==> config.mk <==
export PLATFORM = sky130hd
export DESIGN_NAME = pack_guard
export DESIGN_NICKNAME = d
export VERILOG_FILES = /design/src/rtl/pack_guard_pkg.sv /design/src/rtl/flag_filter.sv /design/src/rtl/cell_screen.sv /design/src/rtl/pack_guard.sv
export SDC_FILE = /design/constraint.sdc
export NUM_CORES = 1
export LEC_CHECK = 0
export CORE_UTILIZATION = 50
export CTS_BUF_LIST = sky130_fd_sc_hd__clkbuf_4 sky130_fd_sc_hd__clkbuf_8 sky130_fd_sc_hd__clkbuf_16
export DETAILED_ROUTE_END_ITERATION = 8
export PLACE_DENSITY = 0.91
export SETUP_SLACK_MARGIN = 0.05
export SKIP_CTS_REPAIR_TIMING = 1
export SLEW_MARGIN = 15
export SYNTH_ARGS = -nofsm -noshare
export SYNTH_HDL_FRONTEND = slang
export SYNTH_SLANG_ARGS = --single-unit
==> constraint.sdc <==
create_clock -name clk -period 1.6 [get_ports clk]
set_input_delay 0.16 -clock clk [delete_from_list [all_inputs] [get_ports clk]]
set_output_delay 0.16 -clock clk [all_outputs]
set_load 0.01 [all_outputs]
==> src/rtl/pack_guard_pkg.sv <==
package pack_guard_pkg;
    localparam int FLT_N  = 3;
    localparam int IDX_OV = 0;
    localparam int IDX_UV = 1;
    localparam int IDX_OC = 2;

    typedef struct packed {
        logic armed;
        logic rg;
        logic ov;
        logic uv;
        logic oc;
        logic inh;
        logic chg;
        logic dis;
    } guard_st_t;
endpackage

==> src/rtl/flag_filter.sv <==
module flag_filter #(
    parameter int DLY_W = 8
) (
    input  logic             clk,
    input  logic             rst_n,
    input  logic             en_i,
    input  logic             cond_i,
    input  logic [DLY_W-1:0] dly_i,
    output logic             trip_o
);
    logic [DLY_W-1:0] cnt_d, cnt_q;

    always_comb begin
        cnt_d = cnt_q;
        if (!en_i || !cond_i) begin
            cnt_d = '0;
        end else if (cnt_q != dly_i) begin
            cnt_d = cnt_q + 1'b1;
        end
    end

    always_ff @(posedge clk or negedge rst_n) begin
        if (!rst_n) cnt_q <= '0;
        else        cnt_q <= cnt_d;
    end

    // condition held for dly_i+1 consecutive samples
    assign trip_o = en_i && cond_i && (cnt_q == dly_i);
endmodule

==> src/rtl/cell_screen.sv <==
module cell_screen #(
    parameter int N_CELLS = 4
) (
    input  logic               four_cell_i,
    input  logic [N_CELLS-1:0] ov_i,
    input  logic [N_CELLS-1:0] uv_i,
    input  logic [N_CELLS-1:0] low_i,
    output logic               any_ov_o,
    output logic               any_uv_o,
    output logic               any_low_o
);
    logic [N_CELLS-1:0] mask;

    genvar gi;
    generate
        for (gi = 0; gi < N_CELLS; gi++) begin : g_mask
            if (gi == N_CELLS-1) begin : g_top
                assign mask[gi] = four_cell_i;
            end else begin : g_low
                assign mask[gi] = 1'b1;
            end
        end
    endgenerate

    assign any_ov_o  = |(ov_i  & mask);
    assign any_uv_o  = |(uv_i  & mask);
    assign any_low_o = |(low_i & mask);
endmodule

==> src/rtl/pack_guard.sv <==
module pack_guard
    import pack_guard_pkg::*;
#(
    parameter int N_CELLS = 4,
    parameter int DLY_W   = 8
) (
    input  logic               clk,
    input  logic               rst_n,
    input  logic               cfg_four_cell,
    input  logic               cfg_low_chg_ok,
    input  logic [DLY_W-1:0]   cfg_ov_dly,
    input  logic [DLY_W-1:0]   cfg_uv_dly,
    input  logic [DLY_W-1:0]   cfg_oc_dly,
    input  logic [N_CELLS-1:0] cell_ov,
    input  logic [N_CELLS-1:0] cell_uv,
    input  logic [N_CELLS-1:0] cell_low,
    input  logic               oc_flag,
    input  logic               load_rel,
    input  logic               reg_good,
    output logic               chg_fet_on,
    output logic               dis_fet_on,
    output logic               lmon_en,
    output logic [2:0]         status
);
    guard_st_t st_d, st_q;

    logic any_ov, any_uv, any_low;
    logic [FLT_N-1:0]       cond;
    logic [FLT_N-1:0]       flt_en;
    logic [FLT_N-1:0]       trip;
    logic [DLY_W-1:0]       dly [FLT_N];

    // visible fault state for the bound checker
    logic ov_flt, uv_flt, oc_flt, armed;

    cell_screen #(.N_CELLS(N_CELLS)) u_screen (
        .four_cell_i (cfg_four_cell),
        .ov_i        (cell_ov),
        .uv_i        (cell_uv),
        .low_i       (cell_low),
        .any_ov_o    (any_ov),
        .any_uv_o    (any_uv),
        .any_low_o   (any_low)
    );

    assign cond[IDX_OV]   = any_ov;
    assign cond[IDX_UV]   = any_uv;
    assign cond[IDX_OC]   = oc_flag;
    assign flt_en[IDX_OV] = !st_q.ov;
    assign flt_en[IDX_UV] = !st_q.uv;
    assign flt_en[IDX_OC] = !st_q.oc;
    assign dly[IDX_OV]    = cfg_ov_dly;
    assign dly[IDX_UV]    = cfg_uv_dly;
    assign dly[IDX_OC]    = cfg_oc_dly;

    genvar fi;
    generate
        for (fi = 0; fi < FLT_N; fi++) begin : g_filt
            flag_filter #(.DLY_W(DLY_W)) u_filt (
                .clk    (clk),
                .rst_n  (rst_n),
                .en_i   (flt_en[fi]),
                .cond_i (cond[fi]),
                .dly_i  (dly[fi]),
                .trip_o (trip[fi])
            );
        end
    endgenerate

    always_comb begin
        st_d       = st_q;
        st_d.armed = st_q.armed | reg_good;
        st_d.rg    = reg_good;
        st_d.inh   = !cfg_low_chg_ok && any_low;

        if (trip[IDX_OV])   st_d.ov = 1'b1;
        else if (!any_ov)   st_d.ov = 1'b0;

        if (trip[IDX_UV])   st_d.uv = 1'b1;
        else if (!any_uv)   st_d.uv = 1'b0;

        if (st_q.oc && load_rel) st_d.oc = 1'b0;
        else if (trip[IDX_OC])   st_d.oc = 1'b1;

        st_d.chg = st_d.armed && !st_d.ov && !st_d.inh;
        st_d.dis = st_d.armed && !st_d.uv && !st_d.oc;
    end

    always_ff @(posedge clk or negedge rst_n) begin
        if (!rst_n) st_q <= '0;
        else        st_q <= st_d;
    end

    assign chg_fet_on = st_q.chg;
    assign dis_fet_on = st_q.dis;
    assign lmon_en    = st_q.oc;
    assign status     = {st_q.inh | st_q.ov, st_q.uv, st_q.rg | st_q.oc};

    assign ov_flt = st_q.ov;
    assign uv_flt = st_q.uv;
    assign oc_flt = st_q.oc;
    assign armed  = st_q.armed;
endmodule

# Word level (Yosys, flattened, before mapping)
# Cells that the tools add are included.
# totals
out_inout_bits,6
word_cells,70
inputBits,43
ff_bits,32
# op_classes
muxes,12
n_addsub,3
n_bitwise,6
reduce_logical,32
eq_ne,6
# op_table
op,count
two-way mux 8 bit,6
adder 8 x 1 -> 8 bit (second input constant),3
== test 8 bit,3
!= test 8 bit,3
AND 4 bit,3
logical AND 1 bit,12
OR reduction 4 bit,3
logical NOT 1 bit,11
two-way mux 1 bit,6
nonzero test 2 bit,3
logical OR 1 bit,3
OR 1 bit,3

# Depth between registers and ports, before layout
# Gate-level depths: netlist of run 1.
# depth
depth_word,8
mapped_depth,6
mapped_depth_nobuf,4

# Hierarchy
# A second synthesis of run 1 with hierarchy kept.
# hier_totals
hier_cells,218
area_unflattened_um2,2047.0
# by_module_without_submodules
module,instances,cells_per_inst,seq_area_each_um2,area_per_inst_um2
flag_filter,3,64,200.2,573.0
pack_guard,1,23,200.2,294.0
cell_screen,1,3,0.0,33.8

# Worst setup path after synthesis of run 1
# No wires, ideal clock.
# synth_path
path_kind,flip-flop to flip-flop
startpoint,register g_filt[2].u_filt.cnt_q[2]
endpoint,register g_filt[2].u_filt.cnt_q[4]
t_required_ns,1.526
synth_period_minus_slack_ns,1.424
stages_incl_launch_ff,7
setup_time_ns,0.074
path_slack_ns,0.176
arrival_time_ns,1.349
n_path_buf,2
path_cell_list,dfrtp_1 > buf_2 > xnor2_1 > and4_4 > buf_6 > a2111o_1 > o21ai_2
# synth_via
elab_chain_len,3
elab_cells_between_ends,5
cone_classes,add/sub (1); eq/ne (1); mux (2); reduce/logical (1)
# synth_rtl
element,line_no,source
"start, declared",flag_filter.sv:11,"logic [DLY_W-1:0] cnt_d, cnt_q;"
"start signal, assigned",flag_filter.sv:24,else cnt_q <= cnt_d;
adder 8 x 1 -> 8 bit,flag_filter.sv:18,cnt_d = cnt_q + 1'b1;
two-way mux 8 bit,flag_filter.sv:17,end else if (cnt_q != dly_i) begin
two-way mux 8 bit,flag_filter.sv:15,if (!en_i || !cond_i) begin
# Parallel ways exist; a longest one is shown, timed or not. The select of a mux whose other input is x is not followed.
# A chain may end at the register's enable or synchronous reset.

# Final worst setup path of run 1
# layout_path
startpoint,register g_filt[2].u_filt.cnt_q[3]
endpoint,register g_filt[2].u_filt.cnt_q[2]
# layout_via
elab_chain_len,2
# layout_rtl
element,line_no
!= test 8 bit,flag_filter.sv:17
nonzero test 2 bit (no source line),--
# No other way between the ends.

==> results of run 1 <==
critical path, stage by stage (launching register included):
cell and delay (ps):
dfrtp_1 440, xnor2_1 310, nand4_1 200, o21ai_0 320, mux2i_1 250
power by group through the flow:
stage	clock network [W]	logic, W	registers [W]
3_5_place_dp	0	0.00119	0.00119
5_1_grt	0.000720	0.00141	0.00123
3_3_place_gp	0	0.00115	0.00118
4_1_cts	0.000680	0.00120	0.00118
6_report	0.000667	0.00127	0.00120
2_1_floorplan	0	0.000726	0.00115
final timing paths:
check                                             to  slack [ps]
min                        g_filt[0].u_filt.cnt_q[6]         260
max                        g_filt[2].u_filt.cnt_q[2]          -5
max in group asynchronous                     ov_flt        1030
min in group clk                             st_q[6]         380
min reg2reg                                    armed         480
max reg2reg                g_filt[2].u_filt.cnt_q[2]          -5
metal layers:
metal	up-vias	global-route usage, %	wire length [microns]
met3	8	5.65	236
met2	61	38.3	2540
met5	-	0	0
met4	0	9.04	73
met1	928	30.8	2190
li1	943	-	-
layout make-up:
class                   instances  area [sq um]  area share (%)
flip-flops and latches         32           802            27.8
repair buffers                 69           656            22.7
multi-input cells             176          1270            44.0
well taps                      50          62.6            2.17
clock buffers                   7          96.3            3.34
cell families after synthesis:
logic type                 share of synthesized area (%)
AOI/OAI and AO/OA                                   20.5
xor gates and xnor gates                            10.0
adders and majority gates                           1.79
buffers and inverters                               3.75
DFF                                                 38.1
muxes                                               3.81
and+or+nand+nor                                     22.0
per-stage QoR:
stage | instances | hold WS [ps]
2_1_floorplan | 217 | -136
3_3_place_gp | 324 | 470
3_5_place_dp | 324 | 467
4_1_cts | 331 | 269
5_1_grt | 334 | 303
6_report | 334 | 258
cells in the final DEF (no fill, tap or decap), types with 5 or more instances in the layout:
master | Yosys | final
nor2_1 | 5 | 5
nand4_1 | 9 | 9
nand2_1 | 27 | 27
and2_1 | 6 | 6
a2111o_1 | 10 | 10
and4_4 | 4 | 5
clkdlybuf4s50_1 | 0 | 46
clkbuf_8 | 0 | 7
o21ai_0 | 10 | 9
nand2b_1 | 5 | 5
buf_4 | 2 | 20
xnor2_2 | 0 | 5
mux2i_1 | 8 | 8
dfrtp_1 | 32 | 31
o21ai_2 | 5 | 5
a21oi_1 | 17 | 17
or3_1 | 5 | 5
nand3_1 | 11 | 11
xnor2_1 | 24 | 19
nor3_1 | 6 | 6
flip-flops by register name, summed over array words and instances (netlist names):
name / cells
uv_flt: 1
dis_fet_on: 1
g_filt.u_filt.cnt_q: 24
chg_fet_on: 1
armed: 1
lmon_en: 1
ov_flt: 1
st_q: 2
==> impl_metrics.env, run 1 <==
export IMPL_wl_mm=5.04
export IMPL_viasPerCell=5.81
export IMPL_synth_avg_cell_area_sq_um=9.68
export IMPL_num_rows=23
export IMPL_grt_usage_pct=23.8
export IMPL_fin_skew_ps=6.60
export IMPL_placed_area_sq_mm=0.00272
export IMPL_route_detailed_drc=0
export IMPL_hp_class="in2async"
export IMPL_pwr_share_comb_pct=40.6
export IMPL_cts_made_buffers=5
export IMPL_setup_ws_ps=-5.21
export IMPL_slew_headroom_pct=72.8
export IMPL_die_h_microns=66.8
export IMPL_reg2regPathDepth=4
export IMPL_p_sw_share_pct=34.6
export IMPL_dieArea_sq_mm=0.00446
export IMPL_r2r_start="g_filt[2].u_filt.cnt_q[3]"
export IMPL_status="complete, but fails checks"
export IMPL_crit_path_end_kind="flop"
export IMPL_synthesis_nets=263
export IMPL_yosys_area_top_type="dfrtp_1"
export IMPL_crit_path_max_fanout=5
export IMPL_ys_flop_type="dfrtp_1"
export IMPL_power_frac_seq_pct=38.1
export IMPL_cp_arrival_ps=1810
export IMPL_crit_type="reg2reg"
export IMPL_cts_root_buf="clkbuf_8"
export IMPL_maxCapViolations=0
export IMPL_power_switching_w=0.00109
export IMPL_ys_seq_area_share_pct=38.1
export IMPL_area_growth_synth_to_final_pct=37.5
export IMPL_syn_cell_area_sq_mm=0.00210
export IMPL_ys_ff_latch=32
export IMPL_power_density_mw_per_mm2=1090
export IMPL_critPathLaunchType="flop"
export IMPL_clockBufferDepth=2
export IMPL_place_gp_congestion=0.851
export IMPL_startpoint="g_filt[2].u_filt.cnt_q[3]"
export IMPL_clkLatencyLatePin_ps=290
export IMPL_io_buffers=48
export IMPL_layout_drive_gt1_share_pct=19.0
export IMPL_rsz0062_at_grt="yes"
export IMPL_crit_required_ps=1810
export IMPL_synth_cells=217
export IMPL_start_util_pct=52.1
export IMPL_antenna_found_initial=0
export IMPL_synth_top_area_share_pct=38.1
export IMPL_synth_most_common_cell="dfrtp_1"
export IMPL_clock_sinks=32
export IMPL_drtIter0Drc=92
export IMPL_grt_pass1_vias=1718
export IMPL_grt_pass1_wl_mm=7.75
export IMPL_grt_ovfl_total=0
export IMPL_n_fill_cell=299
export IMPL_ys_top_cells_by_count="32 x dfrtp_1, 27 x nand2_1, 24 x xnor2_1, 17 x a21oi_1, 11 x nand3_1"
export IMPL_hold_viol_final=0
export IMPL_dp_hpwl_mm=3.74
export IMPL_ys_types=34
export IMPL_fmax_ghz=0.623
export IMPL_finalSetupTns_ps=-5.21
export IMPL_wire_per_inst_microns=15.1
export IMPL_pin_count=49
export IMPL_synth_area_leaders="dfrtp_1 38%, xnor2_1 10%, a2111o_1 5.4%, nand2_1 4.8%, a21oi_1 4.1%"
export IMPL_n_antenna_cell=0
export IMPL_intPower_w=0.00205
export IMPL_dr_total_vias=1940
export IMPL_synth_edf_count=0
export IMPL_drv_slew=0
export IMPL_violations="setup timing"
export IMPL_finalSetupViolCount=1
export IMPL_nets=330
export IMPL_ir_drop_uv=681
export IMPL_clk_pin_slew_ps=60
export IMPL_die_x_microns=66.8
export IMPL_first_pass_iters=5
export IMPL_tightest_slew_ps=398
export IMPL_power_w=0.00314
export IMPL_finalInstanceArea_sq_mm=0.00289
export IMPL_utilization_pct=71.6
export IMPL_finalCritPeriodShare_pct=100
export IMPL_drtAntennaViolNets=0
export IMPL_core_sq_mm=0.00403
export IMPL_leakagePower_nw=1.16
export IMPL_p_clk_share_pct=21.3
export IMPL_cts_tree="built"
export IMPL_async_reset_ff_share_pct=100
export IMPL_synth_warnings=0
export IMPL_h_tree_depth=2
export IMPL_place_ws_ps=-177
export IMPL_grt_max_degree=33
export IMPL_min_period_ps=1610
(Power assumes the default switching activity.)
==> inputs of run 2 (changes only) <==
Settings changed: PLACE_DENSITY 0.91 to 0.85, TNS_END_PERCENT set to 20.
==> impl_metrics.env, run 2 (synthesis results as in run 1) <==
export IMPL_status="finished, final reports clean"
export IMPL_pin_count=49
export IMPL_viasPerCell=5.70
export IMPL_h_tree_depth=2
export IMPL_tightest_slew_ps=394
export IMPL_placed_area_sq_mm=0.00269
export IMPL_dr_total_vias=1893
export IMPL_finalCritPeriodShare_pct=93.4
export IMPL_die_x_microns=66.8
export IMPL_grt_pass1_vias=1893
export IMPL_utilization_pct=71.1
export IMPL_crit_type="reg2reg"
export IMPL_n_antenna_cell=0
export IMPL_finalSetupViolCount=0
export IMPL_grt_usage_pct=25.9
export IMPL_grt_pass1_wl_mm=8.46
export IMPL_clk_pin_slew_ps=70
export IMPL_nets=327
export IMPL_layout_common_cells="46 x clkdlybuf4s50_1, 32 x dfrtp_1, 27 x nand2_1"
export IMPL_crit_required_ps=1770
export IMPL_io_buffers=48
export IMPL_crit_path_end_kind="flop"
export IMPL_finalInstanceArea_sq_mm=0.00287
export IMPL_largest_reg_flops=24
export IMPL_wl_mm=5.18
export IMPL_fin_skew_ps=6.44
export IMPL_antenna_found_initial=0
export IMPL_final_common_cell="clkdlybuf4s50_1"
export IMPL_dieArea_sq_mm=0.00446
export IMPL_cts_made_buffers=5
export IMPL_cts_tree="built"
export IMPL_top_regs="g_filt.u_filt.cnt_q x24, st_q x2"
export IMPL_cp_arrival_ps=1670
export IMPL_critPathLaunchType="flop"
export IMPL_drtIter0Drc=187
export IMPL_die_h_microns=66.8
export IMPL_ir_drop_uv=873
export IMPL_first_pass_iters=4
export IMPL_crit_path_max_fanout=12
export IMPL_grt_ovfl_total=0
export IMPL_hp_class="in2async"
export IMPL_fmax_ghz=0.670
export IMPL_wire_per_inst_microns=15.6
export IMPL_clockBufferDepth=2
export IMPL_power_density_mw_per_mm2=1140
export IMPL_maxCapViolations=0
export IMPL_cts_root_buf="clkbuf_8"
export IMPL_leakagePower_nw=1.15
export IMPL_place_gp_congestion=0.915
export IMPL_clkLatencyLatePin_ps=280
export IMPL_clock_sinks=32
export IMPL_start_util_pct=52.1
export IMPL_num_rows=23
export IMPL_top_register="g_filt.u_filt.cnt_q"
export IMPL_drv_slew=0
export IMPL_route_detailed_drc=0
export IMPL_worst_hold_slack_ps=271
export IMPL_core_sq_mm=0.00403
export IMPL_slew_headroom_pct=73.1
export IMPL_layout_drive_gt1_share_pct=17.7
export IMPL_rsz0062_at_grt="no"
export IMPL_dp_hpwl_mm=3.99
export IMPL_hold_viol_final=0
export IMPL_drtAntennaViolNets=0
export IMPL_area_growth_synth_to_final_pct=36.5
export IMPL_grt_max_degree=33
export IMPL_min_period_ps=1490
[run 2: cell type report]
type | instances | area, sq um
Tap cell | 50 | 62.6
Fill cell | 305 | 1160
Multi-Input combinational cell | 175 | 1250
Timing Repair Buffer | 67 | 628
Sequential cell | 32 | 801
Clock inverter | 1 | 30.0
Clock buffer | 7 | 96.3
[run 2: per-layer routing]
layer | vias to the layer above | share of wire [%] | GRT usage, %
met5 | - | 0 | 0
met4 | 0 | 1.3 | 10.4
met3 | 8 | 4.9 | 7.19
met2 | 56 | 51 | 44.1
met1 | 900 | 42 | 30.6
li1 | 929 | - | -
[run 2: worst max-delay path, cell delays in order, from the launching register on]
cell	delay, ps
dfrtp_1	430
xnor2_1	220
and4_4	340
a21oi_1	110
o221a_2	270
[run 2: worst paths after layout]
path	startpoint	endpoint	slack [ps]	cells past startpoint
max	g_filt[0].u_filt.cnt_q[3]	chg_fet_on	110	4
max reg2reg	g_filt[0].u_filt.cnt_q[3]	chg_fet_on	110	4
min reg2reg	armed	armed	480	1
max in group asynchronous	rst_n	uv_flt	1020	2
min	rst_n	g_filt[2].u_filt.cnt_q[0]	270	2
min in group clk	reg_good	st_q[6]	380	1
[run 2: stage by stage]
stage	power [W]	setup TNS [ps]	worst slack [ps]	std cells
2_1_floorplan	0.00188	0	176	217
3_3_place_gp	0.00231	-999	-91.6	322
3_5_place_dp	0.00237	-1730	-151	322
4_1_cts	0.00321	-91.3	-53.0	330
5_1_grt	0.00346	0	52.3	332
6_report	0.00327	0	106	332
[run 2: where the power goes]
part | switching [W] | internal [W] | leakage [nW]
logic | 0.000609 | 0.000655 | 0.678
clock network | 0.000290 | 0.000549 | 0.0645
registers | 0.000186 | 0.000976 | 0.413
==> inputs of run 3 (changes only) <==
Clock period 1.6 ns to 1.7 ns, I/O delays scaled along.
==> impl_metrics.env, run 3 (synthesis results as in run 1) <==
export IMPL_dr_total_vias=1846
export IMPL_viasPerCell=5.72
export IMPL_fmax_ghz=0.646
export IMPL_reg2reg_slack_ps=150
export IMPL_top_register="g_filt.u_filt.cnt_q"
export IMPL_drtIter0Drc=134
export IMPL_cts_tree="built"
export IMPL_crit_type="reg2reg"
export IMPL_fin_skew_ps=8.32
export IMPL_power_density_mw_per_mm2=1030
export IMPL_status="finished, final reports clean"
export IMPL_clock_sinks=32
export IMPL_cts_root_buf="clkbuf_8"
export IMPL_dp_hpwl_mm=3.56
export IMPL_hold_viol_final=0
export IMPL_intPower_w=0.00187
export IMPL_n_antenna_cell=0
export IMPL_wl_mm=4.77
export IMPL_p_sw_share_pct=34.2
export IMPL_power_frac_seq_pct=39.4
export IMPL_cp_arrival_ps=1740
export IMPL_grt_max_degree=33
export IMPL_crit_required_ps=1890
export IMPL_multi_input_area_sq_mm=0.00122
export IMPL_nets=318
export IMPL_clkLatencyLatePin_ps=290
export IMPL_cts_made_buffers=5
export IMPL_p_clk_share_pct=25.8
export IMPL_setup_ws_ps=153
export IMPL_grt_pass1_wl_mm=7.82
export IMPL_num_rows=23
export IMPL_finalSetupViolCount=0
export IMPL_first_pass_iters=4
export IMPL_grt_pass1_vias=1703
export IMPL_leakagePower_nw=1.08
export IMPL_slew_headroom_pct=72.4
export IMPL_clockBufferDepth=2
export IMPL_route_detailed_drc=0
export IMPL_r2r_end="g_filt[1].u_filt.cnt_q[5]"
export IMPL_layout_common_cells="46 x clkdlybuf4s50_1, 32 x dfrtp_1, 27 x nand2_1"
export IMPL_pwr_share_comb_pct=34.8
export IMPL_critPathLaunchType="flop"
export IMPL_die_h_microns=66.8
export IMPL_antenna_found_initial=0
export IMPL_place_ws_ps=-67.4
export IMPL_ir_drop_uv=637
export IMPL_tightest_slew_ps=414
export IMPL_final_common_cell="clkdlybuf4s50_1"
export IMPL_placed_area_sq_mm=0.00264
export IMPL_area_growth_synth_to_final_pct=31.3
export IMPL_crit_path_end_kind="flop"
export IMPL_power_w=0.00284
export IMPL_dieArea_sq_mm=0.00446
export IMPL_clk_pin_slew_ps=70
export IMPL_largest_reg_flops=24
export IMPL_drtAntennaViolNets=0
export IMPL_layout_drive_gt1_share_pct=13.6
export IMPL_drv_slew=0
export IMPL_maxCapViolations=0
export IMPL_grt_usage_pct=24.0
export IMPL_r2r_start="g_filt[1].u_filt.cnt_q[0]"
export IMPL_seqCellArea_sq_um=801
export IMPL_finalInstanceArea_sq_mm=0.00276
export IMPL_hp_class="in2async"
export IMPL_top_regs="g_filt.u_filt.cnt_q x24, st_q x2"
export IMPL_finalSetupTns_ps=0
export IMPL_core_sq_mm=0.00403
export IMPL_wire_per_inst_microns=14.8
export IMPL_reg2regPathDepth=4
export IMPL_crit_path_max_fanout=10
export IMPL_die_x_microns=66.8
export IMPL_min_period_ps=1550
export IMPL_io_buffers=48
export IMPL_h_tree_depth=2
export IMPL_rsz0062_at_grt="no"
export IMPL_power_switching_w=0.000972
export IMPL_place_gp_congestion=0.915
export IMPL_n_fill_cell=334
export IMPL_pin_count=49
export IMPL_finalCritPeriodShare_pct=91.0
export IMPL_start_util_pct=52.1
export IMPL_grt_ovfl_total=0
## run 3: metal layers
layer / routed length [microns] / share of wire, % / up-vias / GRT usage [%]
li1: - / - / 910 / -
met1: 2150 / 45 / 874 / 30.6
met2: 2300 / 48 / 55 / 38.5
met3: 253 / 5.3 / 7 / 7.53
met4: 66 / 1.4 / 0 / 7.18
met5: 0 / 0 / - / 0
## run 3: area by class of cell
type	count	area share, %
Timing Repair Buffer	58	20.3
Sequential cell	32	29.1
Tap cell	50	2.27
Multi-Input combinational cell	175	44.3
Clock inverter	2	1.27
Clock buffer	6	2.77
## run 3: power groups by stage
stage / Combinational [W] / Sequential (W) / Clock, W
3_5_place_dp: 0.000983 / 0.00113 / 0
2_1_floorplan: 0.000683 / 0.00108 / 0
5_1_grt: 0.00110 / 0.00115 / 0.000782
4_1_cts: 0.000988 / 0.00112 / 0.000745
3_3_place_gp: 0.000948 / 0.00112 / 0
6_report: 0.000989 / 0.00112 / 0.000733
## run 3: stage by stage
step | hold slack, ps | utilization (%) | std cells
2_1_floorplan | -126 | - | 217
4_1_cts | 299 | 68.3 | 323
6_report | 284 | 68.4 | 323
3_3_place_gp | 452 | 65.5 | 315
5_1_grt | 329 | 68.4 | 323
3_5_place_dp | 462 | 65.5 | 315
## run 3: critical path, cell delays in order, from the launching register on
cell	delay, ps
dfrtp_1	440
xnor2_1	160
and4_2	330
a2111o_1	430
o21ai_0	100
## run 3: how the worst max path moves through the flow
stage	from	endpoint	slack [ps]	cells past startpoint
4_1_cts	ov_flt	status[2]	10	2
2_1_floorplan	g_filt[2].u_filt.cnt_q[2]	g_filt[2].u_filt.cnt_q[4]	280	6
3_5_place_dp	cfg_uv_dly[0]	dis_fet_on	-70	5
6_report	g_filt[1].u_filt.cnt_q[0]	g_filt[1].u_filt.cnt_q[5]	150	4
5_1_grt	g_filt[1].u_filt.cnt_q[1]	g_filt[1].u_filt.cnt_q[0]	60	5
3_3_place_gp	cfg_four_cell	g_filt[0].u_filt.cnt_q[5]	-20	5
